**config.mk**
```make
export PLATFORM = sky130hd
export DESIGN_NAME = adbus_port
export DESIGN_NICKNAME = d
export VERILOG_FILES = /design/src/rtl/adbus_pkg.sv /design/src/rtl/adbus_tag_track.sv /design/src/rtl/adbus_seq.sv /design/src/rtl/adbus_port.sv
export SDC_FILE = /design/constraint.sdc
export NUM_CORES = 1
export LEC_CHECK = 0
export ABC_AREA = 1
export CAP_MARGIN = 30
export CELL_PAD_IN_SITES_DETAIL_PLACEMENT = 0
export CELL_PAD_IN_SITES_GLOBAL_PLACEMENT = 1
export CORE_ASPECT_RATIO = 0.9
export CORE_MARGIN = 5
export CORE_UTILIZATION = 40
export DETAILED_ROUTE_END_ITERATION = 6
export DONT_BUFFER_PORTS = 1
export PLACE_DENSITY_LB_ADDON = 0.2
export SLEW_MARGIN = 5
export SYNTH_ARGS = -nofsm -noshare
export SYNTH_HDL_FRONTEND = slang
export SYNTH_SLANG_ARGS = --single-unit
```
**constraint.sdc**
```tcl
create_clock -name clk -period 1.8 [get_ports clk]
set_input_delay 0.27 -clock clk [delete_from_list [all_inputs] [get_ports clk]]
set_output_delay 0.27 -clock clk [all_outputs]
set_load 0.005 [all_outputs]
```
**src/rtl/adbus_pkg.sv**
```systemverilog
package adbus_pkg;
  typedef enum logic [1:0] {
    ST_IDLE   = 2'd0,
    ST_ADDR   = 2'd1,
    ST_STROBE = 2'd2,
    ST_TURN   = 2'd3
  } bus_state_e;
endpackage

```
**src/rtl/adbus_tag_track.sv**
```systemverilog
module adbus_tag_track #(
  parameter int TAG_W = 16,
  parameter int KEY_W = 2
) (
  input  logic             clk,
  input  logic             rst_n,
  input  logic [KEY_W-1:0] mode_key,
  input  logic [TAG_W-1:0] tag_in,
  input  logic             load,
  output logic             need_latch,
  output logic             mode_chg
);
  logic [TAG_W-1:0] last_q;
  logic [KEY_W-1:0] key_q;
  logic             valid_q;

  assign mode_chg   = (mode_key != key_q);
  assign need_latch = !valid_q || mode_chg || (tag_in != last_q);

  always_ff @(posedge clk or negedge rst_n) begin
    if (!rst_n) begin
      last_q  <= '0;
      key_q   <= '0;
      valid_q <= 1'b0;
    end else begin
      key_q <= mode_key;
      if (load) begin
        last_q  <= tag_in;
        valid_q <= 1'b1;
      end else if (mode_chg) begin
        valid_q <= 1'b0;
      end
    end
  end

  // a mode change with no new latch leaves no usable stored tag
  p_inval_on_mode_r4: assert property (@(posedge clk) disable iff (!rst_n)
    (mode_chg && !load) |=> need_latch);
  // right after a latch, the same tag under the same mode needs none
  p_tag_held_r2: assert property (@(posedge clk) disable iff (!rst_n)
    (load && !mode_chg) |=> ($stable(mode_key) && $stable(tag_in)) |-> !need_latch);
endmodule

```
**src/rtl/adbus_seq.sv**
```systemverilog
module adbus_seq
  import adbus_pkg::*;
#(
  parameter int WAIT_W = 3
) (
  input  logic              clk,
  input  logic              rst_n,
  input  logic              go,
  input  logic              need_latch,
  input  logic [WAIT_W-1:0] wait_cfg,
  output bus_state_e        state,
  output logic              strobe_last
);
  bus_state_e        st_q;
  logic [WAIT_W-1:0] cnt_q;

  assign state       = st_q;
  assign strobe_last = (st_q == ST_STROBE) && (cnt_q == '0);

  always_ff @(posedge clk or negedge rst_n) begin
    if (!rst_n) begin
      st_q  <= ST_IDLE;
      cnt_q <= '0;
    end else begin
      unique case (st_q)
        ST_IDLE: if (go) begin
          cnt_q <= wait_cfg;
          st_q  <= need_latch ? ST_ADDR : ST_STROBE;
        end
        ST_ADDR:   st_q <= ST_STROBE;
        ST_STROBE: begin
          if (cnt_q == '0) st_q <= ST_TURN;
          else cnt_q <= cnt_q - 1'b1;
        end
        ST_TURN:   st_q <= ST_IDLE;
        default:   st_q <= ST_IDLE;
      endcase
    end
  end

  // the address phase is exactly one clock and leads into the strobe
  p_addr_one_clk_r2: assert property (@(posedge clk) disable iff (!rst_n)
    (st_q == ST_ADDR) |=> (st_q == ST_STROBE));
  // the strobe phase continues until its counter is exhausted
  p_strobe_hold_r5: assert property (@(posedge clk) disable iff (!rst_n)
    (st_q == ST_STROBE && cnt_q != '0) |=> (st_q == ST_STROBE));
  // the strobe phase always ends in one turnaround clock
  p_turn_after_r10: assert property (@(posedge clk) disable iff (!rst_n)
    strobe_last |=> (st_q == ST_TURN) ##1 (st_q == ST_IDLE));
endmodule

```
**src/rtl/adbus_port.sv**
```systemverilog
module adbus_port
  import adbus_pkg::*;
#(
  parameter int ADDR_W = 24,
  parameter int AD_W   = 16,
  parameter int WAIT_W = 3
) (
  input  logic              clk,
  input  logic              rst_n,
  input  logic              cfg_port_en,
  input  logic              cfg_flag_sel,
  input  logic              cfg_wide,
  input  logic              cfg_ale_low,
  input  logic [WAIT_W-1:0] cfg_wait,
  input  logic              req_valid,
  output logic              req_ready,
  input  logic              req_write,
  input  logic [ADDR_W-1:0] req_addr,
  input  logic [AD_W-1:0]   req_wdata,
  output logic              rsp_valid,
  output logic [AD_W-1:0]   rsp_rdata,
  input  logic [AD_W-1:0]   flag_dir,
  input  logic [AD_W-1:0]   flag_out,
  output logic [AD_W-1:0]   flag_in,
  input  logic [AD_W-1:0]   ad_i,
  output logic [AD_W-1:0]   ad_o,
  output logic [AD_W-1:0]   ad_oe,
  output logic              ale,
  output logic              rd_n,
  output logic              wr_n
);
  localparam int BYTE_W = AD_W / 2;

  // tracked address bits: low word when wide, upper bits when narrow
  function automatic logic [AD_W-1:0] tag_of(input logic [ADDR_W-1:0] a,
                                             input logic wide);
    return wide ? a[AD_W-1:0] : a[ADDR_W-1 -: AD_W];
  endfunction

  // pin value during a write strobe
  function automatic logic [AD_W-1:0] wr_drive(input logic [ADDR_W-1:0] a,
                                               input logic [AD_W-1:0] d,
                                               input logic wide);
    return wide ? d : {a[BYTE_W-1:0], d[BYTE_W-1:0]};
  endfunction

  // data returned from the pins
  function automatic logic [AD_W-1:0] rd_take(input logic [AD_W-1:0] p,
                                              input logic wide);
    return wide ? p : {{BYTE_W{1'b0}}, p[BYTE_W-1:0]};
  endfunction

  bus_state_e        state;
  logic              strobe_last;
  logic              need_latch;
  logic              mode_chg;
  logic              flag_mode;
  logic              accept;
  logic              ev_addr, ev_strobe;
  logic              wr_q, wide_q;
  logic [ADDR_W-1:0] addr_q;
  logic [AD_W-1:0]   wdata_q;

  assign flag_mode = cfg_flag_sel && !cfg_port_en;
  assign req_ready = cfg_port_en && (state == ST_IDLE);
  assign accept    = req_valid && req_ready;
  assign ev_addr   = (state == ST_ADDR);
  assign ev_strobe = (state == ST_STROBE);

  adbus_tag_track #(.TAG_W(AD_W), .KEY_W(2)) u_track (
    .clk        (clk),
    .rst_n      (rst_n),
    .mode_key   ({cfg_wide, cfg_port_en}),
    .tag_in     (tag_of(req_addr, cfg_wide)),
    .load       (accept && need_latch),
    .need_latch (need_latch),
    .mode_chg   (mode_chg)
  );

  adbus_seq #(.WAIT_W(WAIT_W)) u_seq (
    .clk         (clk),
    .rst_n       (rst_n),
    .go          (accept),
    .need_latch  (need_latch),
    .wait_cfg    (cfg_wait),
    .state       (state),
    .strobe_last (strobe_last)
  );

  always_ff @(posedge clk or negedge rst_n) begin
    if (!rst_n) begin
      wr_q    <= 1'b0;
      wide_q  <= 1'b1;
      addr_q  <= '0;
      wdata_q <= '0;
    end else if (accept) begin
      wr_q    <= req_write;
      wide_q  <= cfg_wide;
      addr_q  <= req_addr;
      wdata_q <= req_wdata;
    end
  end

  always_ff @(posedge clk or negedge rst_n) begin
    if (!rst_n) begin
      rsp_valid <= 1'b0;
      rsp_rdata <= '0;
    end else begin
      rsp_valid <= strobe_last && !wr_q;
      if (strobe_last && !wr_q) rsp_rdata <= rd_take(ad_i, wide_q);
    end
  end

  always_comb begin
    ad_o    = '0;
    ad_oe   = '0;
    flag_in = '0;
    if (flag_mode) begin
      ad_o    = flag_out;
      ad_oe   = flag_dir;
      flag_in = ad_i;
    end else if (ev_addr) begin
      ad_o  = tag_of(addr_q, wide_q);
      ad_oe = '1;
    end else if (ev_strobe && wr_q) begin
      ad_o  = wr_drive(addr_q, wdata_q, wide_q);
      ad_oe = '1;
    end else if (ev_strobe && !wide_q) begin
      ad_o  = {addr_q[BYTE_W-1:0], {BYTE_W{1'b0}}};
      ad_oe = {{BYTE_W{1'b1}}, {BYTE_W{1'b0}}};
    end
  end

  assign ale  = ev_addr ^ cfg_ale_low;
  assign rd_n = !(ev_strobe && !wr_q);
  assign wr_n = !(ev_strobe && wr_q);

  // read and write strobes are never active together
  p_strobe_excl_r5: assert property (@(posedge clk) disable iff (!rst_n)
    !(!rd_n && !wr_n));
  // flag mode keeps every strobe at rest
  p_flag_quiet_r9: assert property (@(posedge clk) disable iff (!rst_n)
    flag_mode |-> (rd_n && wr_n && (ale == cfg_ale_low) && !req_ready));
  // an accepted request blocks the next one for at least a cycle
  p_busy_after_accept_r1: assert property (@(posedge clk) disable iff (!rst_n)
    accept |=> !req_ready);
  // read data valid is a single-cycle pulse
  p_rsp_pulse_r7: assert property (@(posedge clk) disable iff (!rst_n)
    rsp_valid |=> !rsp_valid);
  // pins are released in the clock after the strobe phase
  p_turn_release_r10: assert property (@(posedge clk) disable iff (!rst_n)
    (strobe_last && !flag_mode) |=> (ad_oe == '0 || flag_mode));
endmodule

```
Word-level counts from Yosys, hierarchy flattened --
Cells that the tools add are included.
Storage, ports and cells: register bits after elaboration 83, word-level logic and storage cells 66, input port bits 99
Operators by class: equality and inequality tests 8, reductions and logical operators 23, bitwise gates (word level) 1, muxes and demuxes 22, add/subtract/negate cells 1
Operators with widths (number):
- $mux W16 | 13
- $ne A16 B16 Y1 | 1
- $logic_and A1 B1 Y1 | 9
- $pmux W2 S4 | 1
- $logic_not A1 Y1 | 6
- $mux W2 | 3
- $mux W3 | 2
- $pmux W3 S2 | 1
- $eq A2 B2 Y1 const B | 2
- $ne A2 B2 Y1 const B | 2
- $reduce_bool A2 Y1 | 2
- $logic_not A3 Y1 | 1
- $reduce_and A3 Y1 | 1
- $sub A3 B1 Y3 const B | 1
- $eq A2 B1 Y1 const B | 1
- $logic_not A2 Y1 | 1
- $logic_or A1 B1 Y1 | 2
- $mux W1 | 2
- $ne A2 B1 Y1 const B | 1
- $ne A2 B2 Y1 | 1
- $reduce_and A2 Y1 | 1
- $xor A1 B1 Y1 | 1

Depth between registers and ports, before layout --
depth in word-level cells 6, depth in mapped cells 13, gate-level depth less buffers 12

Modules after synthesis --
From an unflattened synthesis, not the netlist that was laid out.
Second synthesis, totals: cell total of the unflattened synthesis 748, area, all modules 4948.5 sq um
Modules (own cells, without submodules):
- adbus_port | cells each 537, area each 3520.9 sq um, sequential area each 1477.7 sq um, times used 1
- adbus_tag_track | cells each 153, area each 1017.2 sq um, sequential area each 475.5 sq um, times used 1
- adbus_seq | cells each 58, area each 410.4 sq um, sequential area each 125.1 sq um, times used 1

Worst setup path before layout --
OpenSTA, ideal clock, no wires.
path kind register to output, start register u_seq.st_q[1] (netlist: u_seq.state[1]), end output ad_o[4], slack -0.137 ns, cell stages (with the launch flop) 9, arrival 1.667 ns, cell sequence dfrtp_1 -> inv_1 -> ha_1 -> clkbuf_1 -> clkinv_1 -> clkbuf_1 -> a21oi_1 -> o21ai_0 -> a21oi_1
On the way: cells in the longest elaborated chain, start to end 5, elaborated cells between the ends (all ways) 6, those cells by class eq/ne (2); mux (3); reduce/logical (1)
Ends and longest elaborated chain:
- from (decl) | RTL line adbus_seq.sv:14 | bus_state_e st_q;
- from (signal assigned) | RTL line adbus_seq.sv:28 | st_q <= need_latch ? ST_ADDR : ST_STROBE;
- $eq A2 B2 Y1 | RTL line adbus_port.sv:68 | assign ev_strobe = (state == ST_STROBE);
- $logic_and A1 B1 Y1 | RTL line adbus_port.sv:125 | end else if (ev_strobe && wr_q) begin
- $mux W16 | RTL line adbus_port.sv:125
- $mux W16 (*) | RTL line adbus_port.sv:122 | end else if (ev_addr) begin
- $mux W16 (*) | RTL line adbus_port.sv:118 | if (flag_mode) begin
- to (decl) | RTL line adbus_port.sv:26 | output logic [AD_W-1:0] ad_o,
Mark *: on every way between the ends. The rest lies on a longest branch, timed or not.

Worst setup path after layout --
start register u_seq.st_q[0] (netlist: u_seq.state[0]), end output ad_o[13]
On the way: cells in the longest elaborated chain, start to end 6, elaborated cells between the ends (all ways) 8, those cells by class eq/ne (2); mux (4); reduce/logical (2)
Ends and longest elaborated chain:
- $eq A2 B2 Y1 | RTL line adbus_port.sv:68
- $logic_and A1 B1 Y1 | RTL line adbus_port.sv:128 | end else if (ev_strobe && !wide_q) begin
- $mux W16 | RTL line adbus_port.sv:128
- $mux W16 | RTL line adbus_port.sv:125
- $mux W16 (*) | RTL line adbus_port.sv:122
- $mux W16 (*) | RTL line adbus_port.sv:118
Marked as above.

==> tab_implementation.tex <==
\begin{tabular}{lr}
\hline
Metric & Value \\
\hline
\multicolumn{2}{l}{\textbf{Timing}} \\
RSZ-0062 raised after global routing & true \\
Highest clock frequency the design can meet & 486.8 MHz \\
Final WS setup & -254.0 ps \\
Worst-Margin Slew & around 360 ps \\
Final max-slew violation count & 0 \\
Relative slew margins & between 70\% and 80\% \\
Period minus WS final & 2054 ps \\
Accumulated negative setup slack & -5153 ps \\
Final hold violation count & 83 \\
Part of the cycle the worst path needs & 114.1\% \\
Smallest hold slack & -388.1 ps \\
Final worst clock skew & about 7.6 ps \\
Final setup violating endpoints & 33 \\
\multicolumn{2}{l}{\textbf{Synth}} \\
Cell types occupying the most area after synthesis & dfrtp\_1 (44\%), nand2\_1 (22\%), o21ai\_0 (5.2\%) \\
Number of instances in the synthesized netlist & 665 \\
Most area-hungry cell type in the Yosys netlist & dfrtp\_1 \\
Count of distinct cell types in the synthesized netlist & 29 \\
Proportion of netlist area held by the largest area contributor & 44.26\% \\
Number of nets produced by synthesis & 770 \\
Post-Synthesis Cell Area & 4636 sq um \\
Number of synthesized register bits & 83 \\
Total of warnings raised by yosys & 0 \\
Portion of the post-synthesis area used by sequential elements & 44.83\% \\
Average footprint of a synthesized cell & around 7.0 sq um \\
\multicolumn{2}{l}{\textbf{Power and ir drop}} \\
Power share of the combinational group & a little over two fifths \\
Fraction of power spent switching nets & 39.88\% \\
Internal Dissipation & 0.005647 W \\
Leakage power & 2.969 nW \\
Post-layout total power & 0.009393 W \\
Switching component of the power & 0.003746 W \\
Portion of total power attributed to the clock network & 21.9\% \\
Seq pwr share & 36.1\% \\
Cell Pwr Density & roughly 1600 nW/um\^{}2 \\
Worst IR Drop VDD & around 0.63 mV \\
\multicolumn{2}{l}{\textbf{CTS}} \\
H-tree Lvls & 3 \\
Num CTS Buffers & 9 \\
Clock tree from TritonCTS & built \\
CTS root buf & clkbuf\_16 \\
Number of sinks handled by clock tree synthesis & 83 \\
Post-CTS Hold Buffers & 2 \\
Clock edge transition at the registers on the reported setup and hold paths & approximately 70 ps \\
Longest Clk Path Bufs & 2 \\
Worst-skew pair later-pin latency & 350 ps \\
\multicolumn{2}{l}{\textbf{Floorplanning}} \\
Initial Utilization & 40.71\% \\
Width of the die & roughly 120 um \\
Total Die Area & 13850 sq um \\
Rows & 37 \\
Core Region & 11390 sq um \\
Die H & 112.1 um \\
Top Ports & about 170 \\
\multicolumn{2}{l}{\textbf{Place}} \\
DP Wirelength & 10260 um \\
Number of buffer cells added on primary ports & 0 \\
Weighted congestion at the end of routability-driven global placement & $\sim$0.8 \\
\multicolumn{2}{l}{\textbf{GRT}} \\
GR Util All Layers & between 20\% and 30\% \\
Initial antenna violation count & 0 \\
Global-route wire length before repair & 21870 um \\
Maximum number of pins on one net before global-route repair & 84 \\
Via count of the first global-routing pass & 4124 \\
Total overflow reported by the global router & 0 \\
\multicolumn{2}{l}{\textbf{Route}} \\
Number of vias per cell after detailed routing & approximately 5.2 \\
Number of nets with antenna violations after detailed routing & 0 \\
Drt first pass iters & 5 \\
Violation count after the first detailed-route iteration & roughly 330 \\
Remaining DRCs & 0 \\
Total length of routed wires & 14900 um \\
Via Count & 4479 \\
Average wire length per cell after detail routing & 17.37 um \\
\multicolumn{2}{l}{\textbf{Setup path}} \\
Cell Chain, Critical Path & inv\_2 > ha\_4 > nand2\_4 > inv\_4 > a32o\_1 > a21oi\_2 > o21ai\_1 > buf\_4 \\
Critical path endpoint category & output pin \\
Worst path arrival time & 1780 ps \\
Crit path max fanout & 5 \\
Required time at the worst-slack endpoint & between 1500 and 2000 ps \\
Slowest-stage cell, CP & dfrtp\_1 \\
Critical Path Start Type & register \\
Maximum cell stage delay along the critical path & 410 ps \\
Classification of the worst setup path & reg -> out \\
Worst reg2reg setup slack & 40 ps \\
\multicolumn{2}{l}{\textbf{Worst hold path}} \\
Kind of path behind the tightest hold check & in -> async \\
\multicolumn{2}{l}{\textbf{Final layout}} \\
Layout filler cell count & between 1000 and 1500 \\
Area of all sequential standard cells & 2079 sq um \\
Area of the multi-input gates & 2450 sq um \\
Antenna diode count & 0 \\
Synth-to-layout area growth & 26.26\% \\
Total Nets Final & 802 \\
Fraction of final layout cells with drive strength greater than 1 & between 10\% and 20\% \\
\multicolumn{2}{l}{\textbf{Status}} \\
Violations in the final reports & negative hold slack, negative setup slack \\
Outcome & complete, but fails checks \\
\multicolumn{2}{l}{\textbf{Run}} \\
Max-cap check violation count & 0 \\
\hline
\end{tabular}
==> per-stage QoR <==
stage	instance area [sq um]	setup slack, ps	instances	utilization, %
after floorplan	4646	2.589	665	-
after global placement	4938	-21.89	818	43.36
after detailed placement	4938	-61.65	818	43.36
after CTS	5553	-223.7	846	48.76
after global routing	5853	-332.5	858	51.40
final	5853	-254.0	858	51.40
==> layout make-up <==
type / instances / area share, %
well taps: 156 / 3.335
clock inverters: 7 / 1.796
clock buffers: 9 / 3.848
inverters: 64 / 4.404
repair buffers: 52 / 9.235
flip-flops and latches: 83 / 35.53
multi-input cells: 487 / 41.86
==> worst paths after layout <==
path / from / endpoint / cells past startpoint
worst max-delay path: u_seq.state[0] / ad_o[13] / 8
worst min-delay path: rst_n / rsp_rdata[2] / 0
worst max register to register: u_seq.state[0] / rsp_rdata[12] / 11
worst min register to register: wdata_q[5] / wdata_q[5] / 2
max in group asynchronous: rst_n / wide_q / 0
min in group clk: req_addr[17] / addr_q[17] / 2
==> flip-flops by register name, indices dropped and copies added (netlist names), 2 cells and up <==
| name | count |
|---|---|
| addr_q | 24 |
| rsp_rdata | 16 |
| u_track.key_q | 2 |
| wdata_q | 16 |
| u_track.last_q | 16 |
| u_seq.state | 2 |
| u_seq.cnt_q | 3 |
==> Yosys cell counts (all sizes together) <==
master,instances
inv,61
clkinv,3
dfrtp,82
a31oi,7
nand4,2
a211oi,1
nand3,37
xor2,2
a32o,3
o211ai,3
clkbuf,24
ha,6
o21bai,1
o21a,1
nand2,275
o31ai,8
buf,8
o21ai,52
nor2,44
dfstp,1
nand3b,6
a21oi,38
==> metal layers <==
layer	global-route usage [%]	wire, um	vias up
li1	-	-	2185
met5	0	0	-
met2	32.14	6833	161
met1	26.87	6616	2109
met3	6.196	1165	24
met4	4.428	284	0
==> logic make-up after synthesis <==
logic type                 Yosys count  share of synthesized area [%]
AOI/OAI and AO/OA                  114                          13.58
xor gates and xnor gates             2                         0.3779
adders and majority gates            6                          1.619
buffers and inverters               96                          8.259
DFF                                 83                          44.83
and+or+nand+nor                    364                          31.34
==> placed cells by master, fill, tap and decap left out, types with 4 or more instances in the layout <==
master / netlist / layout
nand2_1: 274 / 268
dfrtp_1: 82 / 81
inv_1: 60 / 52
nor2_1: 44 / 41
nand3_1: 36 / 35
buf_4: 1 / 34
o21ai_0: 48 / 29
o21ai_1: 4 / 21
a21oi_1: 38 / 21
a21oi_2: 0 / 17
clkbuf_16: 0 / 13
buf_6: 2 / 8
inv_2: 1 / 7
o31ai_2: 0 / 7
nand3b_1: 6 / 6
nand2_2: 0 / 4
==> power by group through the flow <==
stage	Combinational [W]	Clock [W]	Sequential, W
after floorplan	0.00232	0	0.00315
after detailed placement	0.00310	0	0.00338
after global placement	0.00302	0	0.00335
after CTS	0.00356	0.00210	0.00337
final	0.00394	0.00206	0.00340
after global routing	0.00442	0.00216	0.00350
==> worst max-delay path: cells and delay by family, from the launching register on <==
kind	cells	cell delay, ps
simple gates	1	110
fa+ha+maj	1	190
buf+inv	3	280
flops	1	410
compound gates	3	460
==> repair_timing <==
item,4_1_cts,5_1_grt
cloned,1,6
buffers inserted,9,7
gates resized for setup,56,46
hold endpoints to repair,85,83
endpoints found under the setup margin,37,101
pin swaps,16,8
Note: power is estimated with default switching activity, not from simulation.
